==> src/rtl/mesh_route_pkg.sv <==
// Shared types for the mesh route computation block.
// Assumes X grows toward East and Y grows toward North.
package mesh_route_pkg;

    // Output port codes; values are visible at the top-level port.
    typedef enum logic [2:0] {
        PORT_LOCAL = 3'd0,
        PORT_NORTH = 3'd1,
        PORT_EAST  = 3'd2,
        PORT_SOUTH = 3'd3,
        PORT_WEST  = 3'd4
    } port_e;

    // Which directions shorten the distance to the destination.
    typedef struct packed {
        logic north;
        logic east;
        logic south;
        logic west;
    } heading_t;

    localparam int unsigned NUM_ADAPT = 3; // adaptive candidates N, E, S

endpackage

==> src/rtl/mesh_heading.sv <==
// Compares the destination with the local position and reports which
// directions are productive. Purely combinational. Coordinates are unsigned.
module mesh_heading
    import mesh_route_pkg::*;
#(
    parameter int unsigned COORD_W = 4
) (
    input  logic [COORD_W-1:0] dest_x,
    input  logic [COORD_W-1:0] dest_y,
    input  logic [COORD_W-1:0] here_x,
    input  logic [COORD_W-1:0] here_y,
    output heading_t           heading
);

    // Magnitude comparisons per axis.
    always_comb begin
        heading.east  = (dest_x > here_x);
        heading.west  = (dest_x < here_x);
        heading.north = (dest_y > here_y);
        heading.south = (dest_y < here_y);
    end

endmodule

==> src/rtl/mesh_route_dor.sv <==
// Dimension-order (X then Y) port selection. Combinational.
// Assumes heading bits on one axis are mutually exclusive.
module mesh_route_dor
    import mesh_route_pkg::*;
(
    input  heading_t heading,
    output port_e    port
);

    // Settle X first, then Y, then deliver locally.
    always_comb begin
        if (heading.east)       port = PORT_EAST;
        else if (heading.west)  port = PORT_WEST;
        else if (heading.north) port = PORT_NORTH;
        else if (heading.south) port = PORT_SOUTH;
        else                    port = PORT_LOCAL;
    end

endmodule

==> src/rtl/mesh_route_wf.sv <==
// West-first turn-model port selection. Combinational.
// A westward destination forces West. Otherwise the least-congested
// productive port among N, E, S is chosen, and ties go to the lower
// candidate index (N, then E, then S). Non-productive candidates carry a
// cost above any productive cost.
module mesh_route_wf
    import mesh_route_pkg::*;
#(
    parameter int unsigned CONG_W = 3
) (
    input  heading_t            heading,
    input  logic [CONG_W-1:0]   cong_n,
    input  logic [CONG_W-1:0]   cong_e,
    input  logic [CONG_W-1:0]   cong_s,
    output port_e               port
);

    localparam int unsigned COST_W = CONG_W + 1;
    localparam int unsigned IDX_W  = $clog2(NUM_ADAPT);

    logic [CONG_W-1:0] cand_cong [NUM_ADAPT];
    logic              cand_prod [NUM_ADAPT];
    port_e             cand_port [NUM_ADAPT];
    logic [COST_W-1:0] cand_cost [NUM_ADAPT];

    logic [IDX_W-1:0]  best_idx;
    logic [COST_W-1:0] best_cost;
    logic              any_prod;

    // Candidate table in tie-break order.
    always_comb begin
        cand_cong[0] = cong_n; cand_prod[0] = heading.north; cand_port[0] = PORT_NORTH;
        cand_cong[1] = cong_e; cand_prod[1] = heading.east;  cand_port[1] = PORT_EAST;
        cand_cong[2] = cong_s; cand_prod[2] = heading.south; cand_port[2] = PORT_SOUTH;
    end

    // Cost per candidate: the MSB marks an unproductive direction.
    for (genvar g = 0; g < NUM_ADAPT; g++) begin : g_cost
        assign cand_cost[g] = {~cand_prod[g], cand_cong[g]};
    end

    // Linear minimum search; strict less-than keeps the earlier index on ties.
    always_comb begin
        best_idx  = '0;
        best_cost = cand_cost[0];
        for (int i = 1; i < NUM_ADAPT; i++) begin
            if (cand_cost[i] < best_cost) begin
                best_idx  = IDX_W'(i);
                best_cost = cand_cost[i];
            end
        end
    end

    assign any_prod = heading.north | heading.east | heading.south;

    // West has priority, then the adaptive pick, then Local.
    always_comb begin
        if (heading.west)  port = PORT_WEST;
        else if (any_prod) port = cand_port[best_idx];
        else               port = PORT_LOCAL;
    end

endmodule

==> src/rtl/mesh_route_unit.sv <==
// Route computation unit for a 2-D mesh router.
// Computes the port for each head flit with the selected algorithm and
// registers it. Body and tail flits reuse the held port. Assumes the
// caller keeps flits of one packet contiguous on this input.
module mesh_route_unit
    import mesh_route_pkg::*;
#(
    parameter int unsigned COORD_W = 4,
    parameter int unsigned CONG_W  = 3
) (
    input  logic               clk,
    input  logic               rst_n,
    input  logic               flit_valid,
    input  logic               flit_head,
    input  logic               adaptive,
    input  logic [COORD_W-1:0] dest_x,
    input  logic [COORD_W-1:0] dest_y,
    input  logic [COORD_W-1:0] here_x,
    input  logic [COORD_W-1:0] here_y,
    input  logic [CONG_W-1:0]  cong_n,
    input  logic [CONG_W-1:0]  cong_e,
    input  logic [CONG_W-1:0]  cong_s,
    output logic               route_valid,
    output logic [2:0]         route_port
);

    heading_t heading;
    port_e    dor_port;
    port_e    wf_port;
    port_e    next_port;
    port_e    held_port;
    logic     valid_q;

    mesh_heading #(.COORD_W(COORD_W)) u_heading (
        .dest_x  (dest_x),
        .dest_y  (dest_y),
        .here_x  (here_x),
        .here_y  (here_y),
        .heading (heading)
    );

    mesh_route_dor u_dor (
        .heading (heading),
        .port    (dor_port)
    );

    mesh_route_wf #(.CONG_W(CONG_W)) u_wf (
        .heading (heading),
        .cong_n  (cong_n),
        .cong_e  (cong_e),
        .cong_s  (cong_s),
        .port    (wf_port)
    );

    // Algorithm select, applied only when a head flit arrives.
    always_comb begin
        next_port = held_port;
        if (flit_valid && flit_head)
            next_port = adaptive ? wf_port : dor_port;
    end

    // Port and valid registers.
    always_ff @(posedge clk) begin
        if (!rst_n) begin
            held_port <= PORT_LOCAL;
            valid_q   <= 1'b0;
        end else begin
            held_port <= next_port;
            valid_q   <= flit_valid;
        end
    end

    assign route_valid = valid_q;
    assign route_port  = held_port;

endmodule

==> config.mk <==
export PLATFORM = sky130hd
export DESIGN_NAME = mesh_route_unit
export DESIGN_NICKNAME = d
export VERILOG_FILES = /design/src/rtl/mesh_route_pkg.sv /design/src/rtl/mesh_heading.sv /design/src/rtl/mesh_route_dor.sv /design/src/rtl/mesh_route_wf.sv /design/src/rtl/mesh_route_unit.sv
export SDC_FILE = /design/constraint.sdc
export NUM_CORES = 1
export LEC_CHECK = 0
export ABC_AREA = 1
export BUFFER_PORTS_ARGS = -buffer_cell sky130_fd_sc_hd__buf_2
export CAP_MARGIN = 5
export CORE_MARGIN = 2
export CORE_UTILIZATION = 45
export CTS_CLUSTER_DIAMETER = 60
export DETAILED_ROUTE_END_ITERATION = 8
export PLACE_DENSITY = 0.85
export SLEW_MARGIN = 20
export SYNTH_ARGS = -nofsm -noshare
export SYNTH_HDL_FRONTEND = slang
export SYNTH_SLANG_ARGS = --single-unit
==> constraint.sdc <==
create_clock -name clk -period 2.3 [get_ports clk]
set_input_delay 0.23 -clock clk [delete_from_list [all_inputs] [get_ports clk]]
set_output_delay 0.23 -clock clk [all_outputs]
set_load 0.05 [all_outputs]
; Word-level counts from Yosys, hierarchy flattened
; Index checks and enable logic that the tools add are counted.
[totals]
ff_bits = 4
word_cells = 29
[classes]
n_reduce_logical = 1
mux = 13
magnitude_cmp = 7
bitwise_logic = 6
[op_table]
columns = operator, count
row1 = $mux W3, 8
row2 = $lt A4 B4 Y1, 4
row3 = $gt A4 B4 Y1, 2
row4 = $bmux W3 S2, 1
row5 = $mux W2, 2
row6 = $mux W4, 1
row7 = $ge A3 B3 Y1 const B, 1
row8 = $not A1 Y1, 3
row9 = $not A2 Y3, 1
row10 = $or A1 B1 Y1, 2
row11 = $logic_and A1 B1 Y1, 1
row12 = $mux W1, 1

; Depth between registers and ports, before layout
[logic_depth]
depth_word = 13
mapped_depth = 22
depth_no_buf = 22

; Hierarchy
; Synthesis repeated with hierarchy kept, for this count alone.
[unflattened]
cells_unflattened = 129
area_unflattened_um2 = 748.2
[modules_own_cells]
columns = mod, seq_area_each_um2, cells_each, instances, area_per_inst_um2
row1 = mesh_route_wf, 0.0, 49, 1, 286.5
row2 = mesh_heading, 0.0, 40, 1, 230.2
row3 = mesh_route_unit, 80.1, 31, 1, 191.4
row4 = mesh_route_dor, 0.0, 9, 1, 40.0

; Worst setup path after synthesis
; Ideal clock, no wire load.
[synth_timing]
kind = input-to-reg
start = input here_y[1]
end = register held_port[1], in the netlist route_port[1]
stages = 20
slack_ns = 0.340
t_arrival_ns = 1.838
n_path_buf = 0
required_time_ns = 2.178
setup_time_ns = 0.122
path_cell_list = inv_1 -> ha_1 -> inv_1 -> nor2_2 -> o21ai_2 -> nand2_2 -> nand2_4 -> nand2_4 -> nand2_2 -> inv_1 -> nand2_1 -> o21ai_0 -> ha_1 -> inv_1 -> nor2_1 -> nand2_1 -> nand2_1 -> nand2_1 -> nand2_1 -> a21oi_2
[synth_between]
elab_chain_cells = 13
elab_cells_between_ends = 22
classes_between = 4 x order compare / 13 x mux / 5 x bitwise
[synth_lines]
columns = item, line_no
row1 = from (decl), mesh_route_unit.sv:19  ; input logic [COORD_W-1:0] here_y,
row2 = $gt A4 B4 Y1, mesh_heading.sv:19  ; heading.north = (dest_y > here_y);
row3 = $not A1 Y1, mesh_route_wf.sv:39  ; assign cand_cost[g] = {~cand_prod[g], cand_cong[g]};
row4 = $lt A4 B4 Y1, mesh_route_wf.sv:47  ; if (cand_cost[i] < best_cost) begin
row5 = $mux W4, mesh_route_wf.sv:47
row6 = $lt A4 B4 Y1, mesh_route_wf.sv:47
row7 = $mux W2, mesh_route_wf.sv:47
row8 = $not A2 Y3 (not written as such), mesh_route_wf.sv:59  ; else if (any_prod) port = cand_port[best_idx];
row9 = $bmux W3 S2, mesh_route_wf.sv:59
row10 = $mux W3 (not written as such) (2 in a row), mesh_route_wf.sv:59
row11 = $mux W3, mesh_route_wf.sv:59
row12 = $mux W3, mesh_route_wf.sv:58  ; if (heading.west) port = PORT_WEST;
row13 = $mux W3 (*), mesh_route_unit.sv:59  ; next_port = adaptive ? wf_port : dor_port;
row14 = to (signal assigned), mesh_route_unit.sv:68  ; held_port <= next_port;
row15 = to (decl), mesh_route_unit.sv:31  ; port_e held_port;
; Every way passes the cells marked *; elsewhere a longest branch is shown, timed or not. The select of a mux whose other input is x is not followed.
; A chain may end at the register's enable or synchronous reset.

; Worst setup path in the final report
[layout_timing]
start = input dest_y[1]
end = register held_port[1], in the netlist route_port[1]
[layout_between]
elab_chain_cells = 13
elab_cells_between_ends = 22
classes_between = 4 x order compare / 13 x mux / 5 x bitwise
[layout_lines]
columns = item, line_no
row1 = from (decl), mesh_route_unit.sv:17  ; input logic [COORD_W-1:0] dest_y,
row2 = $gt A4 B4 Y1, mesh_heading.sv:19
row3 = $not A1 Y1, mesh_route_wf.sv:39
row4 = $lt A4 B4 Y1, mesh_route_wf.sv:47
row5 = $mux W4, mesh_route_wf.sv:47
row6 = $lt A4 B4 Y1, mesh_route_wf.sv:47
row7 = $mux W2, mesh_route_wf.sv:47
row8 = $not A2 Y3 (not written as such), mesh_route_wf.sv:59
row9 = $bmux W3 S2, mesh_route_wf.sv:59
row10 = $mux W3 (not written as such) (2 in a row), mesh_route_wf.sv:59
row11 = $mux W3, mesh_route_wf.sv:59
row12 = $mux W3, mesh_route_wf.sv:58
row13 = $mux W3 (*), mesh_route_unit.sv:59
; Marks and branches as above.

==> results.md <==
* Status: finished clean
* DRT Pass-1 Iters at 3
* Crit path time final at 2.047 ns
* Gpl congestion at 0.7774
* Setup TNS at 0 ns
* Share of cells above drive strength 1 at 38.30%
* Pin count of the biggest net entering global routing at 6
* Max-cap viol count at 0
* Drt total wl at 1410 microns
* Vias at 712
* Measured slew at the worst slew-check pin at 0.2387 ns
* Hold-fix buffers, CTS at 0
* Syn_nets at 149
* Post-Syn Area per Cell at 6.506 sq um
* Critical path required time at 2.47 ns
* Worst vdd ir at 0.1395 mV
* Clk Latency, worst-skew pair at 0.23 ns
* Yosys warnings at 0
* CTS tree: done
* CP Launch Type: input port
* CTS Sinks at 4
* Antenna Nets Post-Route at 0
* Power share of the sequential group at 20.4%
* Initial antenna violation count at 0
* Commonest non-fill, non-tap cell in the layout: buf_2
* RSZ-0062 raised after global routing: false
* Synthesized instance count at 105
* Mapped cell area at 683.2 sq um
* Die area at 1846 sq um
* First-iteration detailed-routing DRC count at 2
* CP Class: in -> reg
* Port Buffers at 33
* Leak at 0.0005857 uW
* CP most frequent cell: nand2_1
* Tcrit/Tclk final at 89.00%
* Hold Crit Depth at 3
* Number of global-route vias before repair at 673
* Fmax at 488.5 MHz
* Final Max Tran Viols at 0
* H-tree depth at 1
* TritonCTS Buffers at 3
* Register area at 80.08 sq um
* CP Max Fanout at 5
* Postcts setup bufs at 0
* Final core utilization at 60.54%
* CTS Root Buffer Type: clkbuf_4
* Setup Skew at 0 ns
* Top Ports at 34
* Diodes inserted at 0
* Crit-path slowest cell: ha_1
* Synthesis-stage register bit count at 4
* Commonest cells after routing, fill and taps aside: buf_2, inv_1, nand2_1
* Starting Density at 46.43%
* DIE HEIGHT at 42.97 microns
* Switching share of power at 42.69%
* Longest Clk Path Bufs at 2
* Remaining DRCs at 0
* Global-route wire length before repair at 2387 microns
* P&R area growth vs syn at 30.40%
* Cell Int Power at 214.2 uW
* Yosys cell types at 17
* Hold WC Path Type: in -> reg
* CTS resizes at 0
* Worst-case headroom to the max-slew limit at 83.97%
* Multi-input logic area at 486.7 sq um
* Vias/cell at 4.535
* Final net count at 187
* HPWL after DPL at 1255 microns
* GRT Resource Usage Total at 16.68%
* Crit-path cells: buf_2, ha_1, inv_1, nor2_2, o21ai_2, nand2_2, nand2_4, nand2_4, nand2_2, inv_1, o21ai_0, ha_1, nand2_1, nand2_1, nand2_1, nand2_1, nand2_1, nand2_1, a21oi_2
* Chip Width at 42.97 microns
* Core area at 1471 sq um
* Largest stage delay, worst path at 0.30 ns
* Grt total ovfl at 0
* Sw power at 159.6 uW
* Final setup viols at 0
* Per-cell routed wire length at 8.981 microns
* FP Rows at 14
* Hold Vio Cnt, Final at 0
* Combinational Power Share at 55.8%
* Setup crit end kind: flop
* Clk slew on worst S/H paths at 0.04 ns
* Seq/Total Area, Yosys at 11.72%
* CP Data Arrival Time at 2.22 ns
* Worst-case reg-to-reg path depth at 2
* Fill cells at 151
* Pwr/cell area at 419.7 nW/um^2
* Clock network fraction of total power at 23.8%
[final timing paths]
kind                                            startpoint                          to  slack [ns]
worst min-delay path                            flit_valid      route_valid$_SDFF_PN0_        0.18
worst max-delay path                             dest_y[1]  route_port[1]$_SDFFE_PN0P_        0.25
worst max register to register  route_port[0]$_SDFFE_PN0P_  route_port[0]$_SDFFE_PN0P_        1.63
worst min register to register  route_port[2]$_SDFFE_PN0P_  route_port[2]$_SDFFE_PN0P_        0.55
[power groups by stage]
stage | clock (uW) | combinational [uW] | sequential [uW]
5_1_grt | 93.2 | 242 | 76.5
6_report | 89.0 | 209 | 76.2
3_5_place_dp | 0 | 210 | 77.2
4_1_cts | 89.3 | 211 | 76.2
2_1_floorplan | 0 | 137 | 93.6
3_3_place_gp | 0 | 198 | 76.9
[cell type report]
class / count / area share, %
inverter: 31 / 13.06
tap: 16 / 2.247
clock buffer: 3 / 2.528
timing repair buffer: 33 / 18.54
sequential: 4 / 8.989
multi-input combinational: 70 / 54.63
[through the flow]
| stage | area (sq um) | hold WS [ns] | worst slack (ns) | std cells | total power, uW |
|---|---|---|---|---|---|
| final | 890.9 | 0.1834 | 0.2529 | 157 | 373.9 |
| after global routing | 890.9 | 0.2023 | 0.01422 | 157 | 411.5 |
| after CTS | 890.9 | 0.1876 | 0.2380 | 157 | 376.7 |
| after detailed placement | 868.3 | 0.4320 | 0.005184 | 154 | 286.9 |
| after global placement | 868.3 | 0.4308 | 0.1185 | 154 | 274.8 |
| after floorplan | 683.2 | 0.3235 | 0.3395 | 105 | 231.1 |
[cell families after synthesis]
logic type,share of synthesized area [%]
compound gates,13.37
buf+inv,17.03
flops,11.72
simple gates,32.23
fa+ha+maj,25.64
[Yosys cell counts]
library cell	number	area share [%]
o21ai_2	1	1.3
clkinv_1	1	0.55
nor3_1	2	1.5
nand3_2	1	1.5
dfxtp_1	4	12
nand2_2	4	3.7
nand2_1	22	12
a21oi_1	7	5.1
ha_1	14	26
a21oi_2	2	2.6
nand2_4	6	9.9
nor2_1	1	0.55
inv_2	3	1.6
nand3_1	3	2.2
o21ai_0	6	4.4
inv_1	27	15
nor2_2	1	0.92
[state kept, by name, summed over array words and instances, names as in the netlist]
register,cells
route_valid,1
route_port,3
[critical path: cells and delay by family]
| kind | cells | cell delay, ns |
|---|---|---|
| compound gates | 3 | 0.45 |
| fa+ha+maj | 2 | 0.57 |
| buf+inv | 3 | 0.25 |
| simple gates | 11 | 0.72 |
[layer usage]
metal | GRT usage, % | vias up | routed length, microns
li1 | - | 392 | -
met1 | 16.88 | 298 | 505
met2 | 34.24 | 20 | 797
met3 | 1.702 | 2 | 94
met4 | 5.455 | 0 | 13
met5 | 0 | - | 0
(Power assumes the default switching activity.)
